$ cat config.mk
export PLATFORM = sky130hd
export DESIGN_NAME = fdm_top
export DESIGN_NICKNAME = d
export VERILOG_FILES = /design/src/rtl/fdm_pkg.sv /design/src/rtl/fdm_pick.sv /design/src/rtl/fdm_phase.sv /design/src/rtl/fdm_top.sv
export SDC_FILE = /design/constraint.sdc
export NUM_CORES = 1
export LEC_CHECK = 0
export BUFFER_PORTS_ARGS = -buffer_cell sky130_fd_sc_hd__buf_4
export CORE_ASPECT_RATIO = 1.4
export CORE_UTILIZATION = 53
export DETAILED_ROUTE_END_ITERATION = 7
export HOLD_SLACK_MARGIN = 0.1
export PLACE_DENSITY_LB_ADDON = 0.2
export SETUP_SLACK_MARGIN = 0.5
export SLEW_MARGIN = 20
export SYNTH_ARGS = -nofsm -noshare
export SYNTH_HDL_FRONTEND = slang
export SYNTH_SLANG_ARGS = --single-unit
$ cat constraint.sdc
create_clock -name clk -period 5.95 [get_ports clk]
set_input_delay 0.2975 -clock clk [delete_from_list [all_inputs] [get_ports clk]]
set_output_delay 0.2975 -clock clk [all_outputs]
set_load 0.005 [all_outputs]
$ cat src/rtl/fdm_pkg.sv
package fdm_pkg;
   // Bit position where the integer part of the divisor begins.
   localparam int INT_LSB = 12;
   // Largest number of selectable sources.
   localparam int MAX_SRC = 16;
endpackage

$ cat src/rtl/fdm_pick.sv
module fdm_pick #(
   parameter int NSRC  = 16,
   parameter int SRC_W = 4
) (
   input  logic [NSRC-1:0]  src_tick,
   input  logic [SRC_W-1:0] ctl_src,
   output logic             sel_tick
);
   localparam int SPAN = 1 << SRC_W;

   logic [SPAN-1:0] masked;
   logic            unused_ground;

   assign unused_ground = src_tick[0];

   for (genvar i = 0; i < SPAN; i++) begin : g_lane
      if (i == 0 || i >= NSRC) begin : g_gnd
         assign masked[i] = 1'b0;
      end else begin : g_src
         assign masked[i] = src_tick[i];
      end
   end

   assign sel_tick = masked[ctl_src];

   // index zero is ground
   always_comb begin
      a_r2_ground_silent: assert (ctl_src != '0 || !sel_tick);
   end
endmodule

$ cat src/rtl/fdm_phase.sv
module fdm_phase #(
   parameter int INT_W  = 12,
   parameter int FRAC_W = 12,
   parameter int DIV_W  = fdm_pkg::INT_LSB + INT_W
) (
   input  logic             clk,
   input  logic             rst_n,
   input  logic             tick,
   input  logic             clr,
   input  logic [DIV_W-1:0] div_word,
   output logic             pulse
);
   localparam int DW = INT_W + FRAC_W;

   logic pulse_q;
   logic unused_div;

   assign unused_div = ^div_word;
   assign pulse      = pulse_q;

   if (DW == 0) begin : g_bypass
      always_ff @(posedge clk) begin
         if (!rst_n) pulse_q <= 1'b0;
         else        pulse_q <= tick & ~clr;
      end

      // bypass passes every counted tick
      a_r9_bypass_follows: assert property (@(posedge clk) disable iff (!rst_n)
         (tick && !clr) |=> pulse_q);
   end else begin : g_acc
      localparam int LSB = fdm_pkg::INT_LSB - FRAC_W;
      localparam logic [DW:0] STEP = (DW+1)'(1) << FRAC_W;

      logic [DW-1:0] dv;
      logic [DW-1:0] acc_q;
      logic [DW:0]   nxt;
      logic [DW:0]   rem;
      logic          reach;
      logic          live;

      assign dv    = div_word[fdm_pkg::INT_LSB+INT_W-1:LSB];
      assign nxt   = {1'b0, acc_q} + STEP;
      assign rem   = nxt - {1'b0, dv};
      assign reach = nxt >= {1'b0, dv};
      assign live  = tick & ~clr & (dv != '0);

      always_ff @(posedge clk) begin
         if (!rst_n || clr) begin
            acc_q <= '0;
         end else if (live) begin
            if (!reach)                 acc_q <= nxt[DW-1:0];
            else if (rem >= {1'b0, dv}) acc_q <= '0;
            else                        acc_q <= rem[DW-1:0];
         end
      end

      always_ff @(posedge clk) begin
         if (!rst_n) pulse_q <= 1'b0;
         else        pulse_q <= live & reach;
      end

      // zero divisor never emits
      a_r8_zero_div_quiet: assert property (@(posedge clk) disable iff (!rst_n)
         (dv == '0) |=> !pulse_q);
      // divisor at or below one step passes each tick
      a_r7_fast_every_tick: assert property (@(posedge clk) disable iff (!rst_n)
         (tick && !clr && dv != '0 && {1'b0, dv} <= STEP) |=> pulse_q);
   end
endmodule

$ cat src/rtl/fdm_top.sv
module fdm_top #(
   parameter int NSRC   = 16,
   parameter int INT_W  = 12,
   parameter int FRAC_W = 12,
   parameter int SRC_W  = 4,
   localparam int DIV_W = fdm_pkg::INT_LSB + INT_W
) (
   input  logic             clk,
   input  logic             rst_n,
   input  logic [NSRC-1:0]  src_tick,
   input  logic             ctl_en,
   input  logic [SRC_W-1:0] ctl_src,
   input  logic [DIV_W-1:0] div_word,
   output logic             out_tick,
   output logic             busy
);
   if (FRAC_W > fdm_pkg::INT_LSB) begin : g_bad_frac
      $error("FRAC_W must not exceed the integer start bit");
   end
   if (NSRC < 2 || NSRC > fdm_pkg::MAX_SRC || NSRC > (1 << SRC_W)) begin : g_bad_nsrc
      $error("NSRC out of range for SRC_W");
   end
   if (INT_W < 0 || INT_W > 20) begin : g_bad_int
      $error("INT_W out of range");
   end

   logic             sel_tick;
   logic [SRC_W-1:0] src_q;
   logic             busy_q;
   logic             seen_q;
   logic             clr;

   fdm_pick #(.NSRC(NSRC), .SRC_W(SRC_W)) u_pick (
      .src_tick (src_tick),
      .ctl_src  (ctl_src),
      .sel_tick (sel_tick)
   );

   // Clear on disable, and on any change of the source index.
   assign clr = ~ctl_en | (ctl_src != src_q);

   fdm_phase #(.INT_W(INT_W), .FRAC_W(FRAC_W), .DIV_W(DIV_W)) u_phase (
      .clk      (clk),
      .rst_n    (rst_n),
      .tick     (sel_tick),
      .clr      (clr),
      .div_word (div_word),
      .pulse    (out_tick)
   );

   always_ff @(posedge clk) begin
      if (!rst_n) begin
         src_q  <= '0;
         busy_q <= 1'b0;
         seen_q <= 1'b0;
      end else begin
         src_q  <= ctl_src;
         busy_q <= ctl_en;
         seen_q <= 1'b1;
      end
   end

   assign busy = busy_q;

   // busy lags enable by one cycle
   a_r4_busy_tracks: assert property (@(posedge clk) disable iff (!rst_n || !seen_q)
      busy == $past(ctl_en));
   // disabled means quiet next cycle
   a_r3_off_quiet: assert property (@(posedge clk) disable iff (!rst_n)
      !ctl_en |=> !out_tick);
   // every output needs a selected tick one cycle earlier
   a_r11_pulse_needs_tick: assert property (@(posedge clk) disable iff (!rst_n || !seen_q)
      out_tick |-> $past(sel_tick && ctl_en));
   // a source switch swallows that cycle's tick
   a_r10_switch_drops: assert property (@(posedge clk) disable iff (!rst_n)
      (ctl_src != src_q) |=> !out_tick);
endmodule

* Word level (Yosys, flattened, before mapping)
Cells that the tools add are included.
W data, S select, Z words.
** Word-level totals
- Input bits :: 47
- Word-level logic and storage cells :: 23
- Register bits after elaboration :: 30
** Cells by class
- $add $sub $neg :: 2
- Magnitude comparators :: 3
- Eq/ne operators :: 1
- Multiplexer cells :: 4
- Reductions and logical operators :: 3
- Bitwise gates (word level) :: 6
** Operators by type and width (count)
- $ge A25 B24 Y1 :: 2
- $mux W24 :: 2
- $add A24 B13 Y25 const B :: 1
- $sub A25 B24 Y25 :: 1
- $reduce_bool A24 Y1 :: 1
- $lt A4 B5 Y1 const B :: 1
- $bmux W1 S4 :: 1
- $ne A4 B4 Y1 :: 1
- $and A1 B1 Y1 :: 3
- $not A1 Y1 :: 2
- $logic_not A1 Y1 :: 1
- $logic_or A1 B1 Y1 :: 1
- $mux W1 :: 1
- $or A1 B1 Y1 :: 1

* Logic depth before layout (Yosys ltp)
- Depth after elaboration :: 6
- Mapped depth :: 21
- Gate-level depth less buffers :: 20

* Modules after synthesis
Synthesis repeated with hierarchy kept, for this count alone.
** Second synthesis, totals
- Cell total of the unflattened synthesis :: 423
- Area, all modules :: 3435.8 µm²
** Modules (own cells, without submodules)
- fdm_phase :: seq. area each 500.5 µm², cells an instance 394, instances 1, area each 3103.0 µm²
- fdm_top :: seq. area each 100.1 µm², cells an instance 19, instances 1, area each 192.7 µm²
- fdm_pick :: seq. area each 0.0 µm², cells an instance 10, instances 1, area each 140.1 µm²

* Worst setup path after synthesis
OpenSTA, ideal clock, no wires.
- Path type :: flip-flop to flip-flop
- Start point :: reg u_phase.g_acc.acc_q[0]
- End point :: reg u_phase.g_acc.acc_q[10]
- Buffers on the path :: 1
- Clock period less this slack :: 4182 ps
- Arrival :: 4124 ps
- Cell stages (with the launch flop) :: 20
- Setup time :: 59 ps
- Path slack :: 1768 ps
- Cell sequence :: dfxtp_1 -> inv_1 -> ha_1 -> inv_1 -> fa_1 -> a21o_1 -> a221oi_1 -> o211a_1 -> o21ai_0 -> a31oi_1 -> mux2i_1 -> o2111ai_1 -> ha_1 -> nand4_1 -> nor3_1 -> a31o_2 -> a311o_2 -> nor4_4 -> buf_6 -> a22o_1
** Between the ends
- Word-level cells in the longest chain between the ends :: 5
- Elaborated cells between the ends (all ways) :: 6
** Ends and longest elaborated chain
- start, declared :: RTL line fdm_phase.sv:35 : logic [DW-1:0] acc_q;
- start signal, assigned :: RTL line fdm_phase.sv:51 : if (!reach) acc_q <= nxt[DW-1:0];
- start signal, assigned :: RTL line fdm_phase.sv:53 : else acc_q <= rem[DW-1:0];
- $add A24 B13 Y25 (*) :: RTL line fdm_phase.sv:42 : assign nxt = {1'b0, acc_q} + STEP;
- $sub A25 B24 Y25 :: RTL line fdm_phase.sv:43 : assign rem = nxt - {1'b0, dv};
- $ge A25 B24 Y1 :: RTL line fdm_phase.sv:52 : else if (rem >= {1'b0, dv}) acc_q <= '0;
- $mux W24 :: RTL line fdm_phase.sv:52
- $mux W24 (*) :: RTL line fdm_phase.sv:51
Mark *: on every way between the ends. The rest lies on a longest branch, timed or not.
A chain may end at the register's enable or synchronous reset.

* Worst setup path after layout
- Start point :: reg u_phase.g_acc.acc_q[0]
- End point :: reg u_phase.g_acc.acc_q[15]
The elaborated chain is that of the path after synthesis.

==> results.sh <==
export IMPL_floorplan_io_pins=49
export IMPL_clkTransAtPathRegs_ns=0.07
export IMPL_synth_most_common_cell="sky130_fd_sc_hd__ha_1"
export IMPL_worstSetupEndpointType="register"
export IMPL_antenna_found_initial=0
export IMPL_critical_path_max_stage_delay_ns=0.51
export IMPL_cts_htree_levels=2
export IMPL_initial_core_util=0.550
export IMPL_diodes=0
export IMPL_portBuffers=47
export IMPL_synth_avg_cell_area_um2=7.98
export IMPL_track_usage=0.291
export IMPL_setup_tns_ns=0
export IMPL_setup_failing_eps_final=0
export IMPL_maximum_capacitance_violations=0
export IMPL_clk_root_buffer_cell="sky130_fd_sc_hd__clkbuf_8"
export IMPL_ir_drop_worst_vdd_mv=0.0979
export IMPL_multi_input_area_um2=2730
export IMPL_pwr_density_cell_nw_per_um2=138
export IMPL_grt_pass1_wl_um=16300
export IMPL_fp_dieH_um=99.7
export IMPL_slew_violations=0
export IMPL_grt_start_max_net_pins=28
export IMPL_class_of_the_most_critical_hold_timing_path="primary input to register"
export IMPL_route_antenna_remaining_nets=0
export IMPL_routed_wl_um=9740
export IMPL_synth_area_leader_cell="sky130_fd_sc_hd__ha_1"
export IMPL_vias_per_cell=6.12
export IMPL_clock_fmax_mhz=206
export IMPL_ys_seq_elements=30
export IMPL_synthesis_area_um2=3610
export IMPL_slew_limit_headroom=0.336
export IMPL_wire_per_inst_um=17.2
export IMPL_grt_pass1_vias=3523
export IMPL_syn2layout_area_growth_pct=12.6
export IMPL_syn_inst=453
export IMPL_share_of_the_yosys_chip_area_belonging_to_registers=0.166
export IMPL_asyncSetResetFlopFracSynth=0
export IMPL_overflow_left_after_global_routing=0
export IMPL_yosys_warnings=0
export IMPL_dr_first_iter_drc_count=223
export IMPL_cts_buffers=5
export IMPL_timing_critical_path_required_ns=6.14
export IMPL_criticalPathCategory="register to register"
export IMPL_final_hold_violation_count=0
export IMPL_postCtsResizedCells=0
export IMPL_synth_cell_types=71
export IMPL_postSynth_topFlopCell="sky130_fd_sc_hd__dfxtp_1"
export IMPL_crit_arrival_ns=5.04
export IMPL_yosys_top_cells_area="sky130_fd_sc_hd__ha_1 (17%), sky130_fd_sc_hd__dfxtp_1 (17%), sky130_fd_sc_hd__xnor2_1 (5.8%)"
export IMPL_unrepaired_setup_endpoints_after_global_routing="no"
export IMPL_cts_sinks=30
export IMPL_synth_edf_count=0
export IMPL_path_max_fanout=10
export IMPL_synth_top_area_share=0.170
export IMPL_finalClockSkew_ns=0.0146
export IMPL_final_net_count=588
export IMPL_filler_cell_count=615
export IMPL_syn_num_nets=550
export IMPL_hpwlAfterDp_um=8050
export IMPL_finalCritPeriodShare=0.816
export IMPL_period_needed_ns=4.85
export IMPL_num_vias=3455
export IMPL_cp_max_delay_cell="sky130_fd_sc_hd__a221oi_1"
export IMPL_num_rows=35
export IMPL_die_w_um=71.8
export IMPL_synth_top_cells_by_count="sky130_fd_sc_hd__ha_1 (49), sky130_fd_sc_hd__inv_1 (39), sky130_fd_sc_hd__dfxtp_1 (30)"
export IMPL_clock_latency_ns=0.28
export IMPL_place_congestion=0.944
export IMPL_sequential_cell_area_um2=601
export IMPL_hold_slack_ns=0.230
export IMPL_timing_worst_slew_pin_value_ns=0.996
export IMPL_power_leakage_nw=1.82
export IMPL_detail_route_first_pass_iterations=4
export IMPL_bufs_on_longest_clock_path=2
export IMPL_dieArea_um2=7160
export IMPL_run_status="finished clean"
export IMPL_cts_tree="yes"
export IMPL_post_route_cells_drive_above_1_share=0.167
export IMPL_coreArea_um2=6570
export IMPL_worstPathCellList="inv_1 > ha_1 > inv_1 > fa_1 > a21o_1 > a221oi_1 > o211a_1 > o21ai_0 > a31oi_1 > mux2i_1 > o2111ai_1 > ha_1 > nand4_1 > nor3_1 > a31o_2 > a311o_2 > nor2_4 > nand3_1 > a311oi_1"
export IMPL_drc=0
export IMPL_timing_critical_path_from_type="register"
==> cell usage in the layout, fill, tap and decap left out, types with 4 or more instances in the layout <==
| cell | count |
|---|---|
| sky130_fd_sc_hd__a211oi_1 | 8 |
| sky130_fd_sc_hd__a21boi_0 | 5 |
| sky130_fd_sc_hd__a21o_1 | 10 |
| sky130_fd_sc_hd__a21oi_1 | 28 |
| sky130_fd_sc_hd__a22o_1 | 10 |
| sky130_fd_sc_hd__a311oi_1 | 5 |
| sky130_fd_sc_hd__a31oi_1 | 7 |
| sky130_fd_sc_hd__and2_1 | 8 |
| sky130_fd_sc_hd__buf_4 | 48 |
| sky130_fd_sc_hd__clkbuf_8 | 6 |
| sky130_fd_sc_hd__dfxtp_1 | 30 |
| sky130_fd_sc_hd__ha_1 | 49 |
| sky130_fd_sc_hd__inv_1 | 39 |
| sky130_fd_sc_hd__mux4_2 | 4 |
| sky130_fd_sc_hd__nand2_1 | 29 |
| sky130_fd_sc_hd__nand2b_1 | 7 |
| sky130_fd_sc_hd__nand3_1 | 26 |
| sky130_fd_sc_hd__nand4_1 | 8 |
| sky130_fd_sc_hd__nor2_1 | 29 |
| sky130_fd_sc_hd__nor3_1 | 9 |
| sky130_fd_sc_hd__nor4_1 | 11 |
| sky130_fd_sc_hd__o21ai_0 | 16 |
| sky130_fd_sc_hd__o21bai_1 | 4 |
| sky130_fd_sc_hd__xnor2_1 | 24 |
| sky130_fd_sc_hd__xor2_1 | 9 |
==> kinds of logic (layout without fill, tap and decap cells) <==
group,after synthesis,after routing,share of synthesized area
AO/OA/AOI/OAI,123,123,0.239
AND/OR/NAND/NOR,152,152,0.228
flip-flops,30,30,0.166
buffers and inverters,58,96,0.0776
XOR/XNOR,33,33,0.0800
multiplexers,7,7,0.0336
adder cells (fa/ha/maj),50,50,0.175
==> flip-flops by register name (all words and copies together), names as in the netlist <==
register / flops
busy: 1
u_phase.g_acc.acc_q: 24
src_q: 4
u_phase.pulse: 1
==> repair_timing <==
action	4_1_cts	5_1_grt
setup buffers	0	1
hold buffers	0	0
setup endpoints to repair	0	14
==> where the power goes <==
part | internal, mW | leakage (nW) | switching, mW
clock | 0.134 | 0.0573 | 0.0797
combinational | 0.0680 | 1.52 | 0.0782
sequential | 0.203 | 0.243 | 0.000716
total | 0.405 | 1.82 | 0.159
==> layer usage <==
layer	part of all wire	track usage
met5	0	0
met3	0.030	0.0344
met1	0.41	0.327
met4	0.027	0.101
met2	0.53	0.552
==> path summary, 6_finish.rpt <==
kind                                                              to                                 from  cells after the start  slack, ns
worst max-delay path            u_phase.g_acc.acc_q[15]$_SDFFE_PP0P_  u_phase.g_acc.acc_q[0]$_SDFFE_PP0P_                     19       1.10
worst min-delay path                                 busy$_SDFF_PN0_                               ctl_en                      2       0.23
worst max register to register  u_phase.g_acc.acc_q[15]$_SDFFE_PP0P_  u_phase.g_acc.acc_q[0]$_SDFFE_PP0P_                     19       1.10
worst min register to register   u_phase.g_acc.acc_q[7]$_SDFFE_PP0P_  u_phase.g_acc.acc_q[7]$_SDFFE_PP0P_                      2       0.47
==> through the flow <==
stage	utilization	cells	instance area, um^2	power (mW)	worst slack (ns)
finish	0.619	565	4070	0.563	1.10
global route	0.619	565	4070	0.595	0.655
CTS	0.616	564	4050	0.565	0.853
detailed placement	0.599	557	3940	0.352	0.808
global placement	0.599	557	3940	0.349	0.827
floorplan	-	453	3610	0.304	1.77
==> cell type report <==
type                       instances  area share
clock buffer                       6      0.0203
clock inverter                     1     0.00738
inverter                          40      0.0369
multi-input combinational        365       0.672
sequential                        30       0.148
tap                               74      0.0228
timing repair buffer              49      0.0935
==> worst max-delay path, delay by kind of cell, from the launching register on <==
family          cells  cell delay [ns]
flops               1             0.33
fa+ha+maj           3             0.90
simple gates        4             0.55
buf+inv             2             0.11
compound gates      9             2.66
mux                 1             0.24
Power figures use the tool's default switching activity.
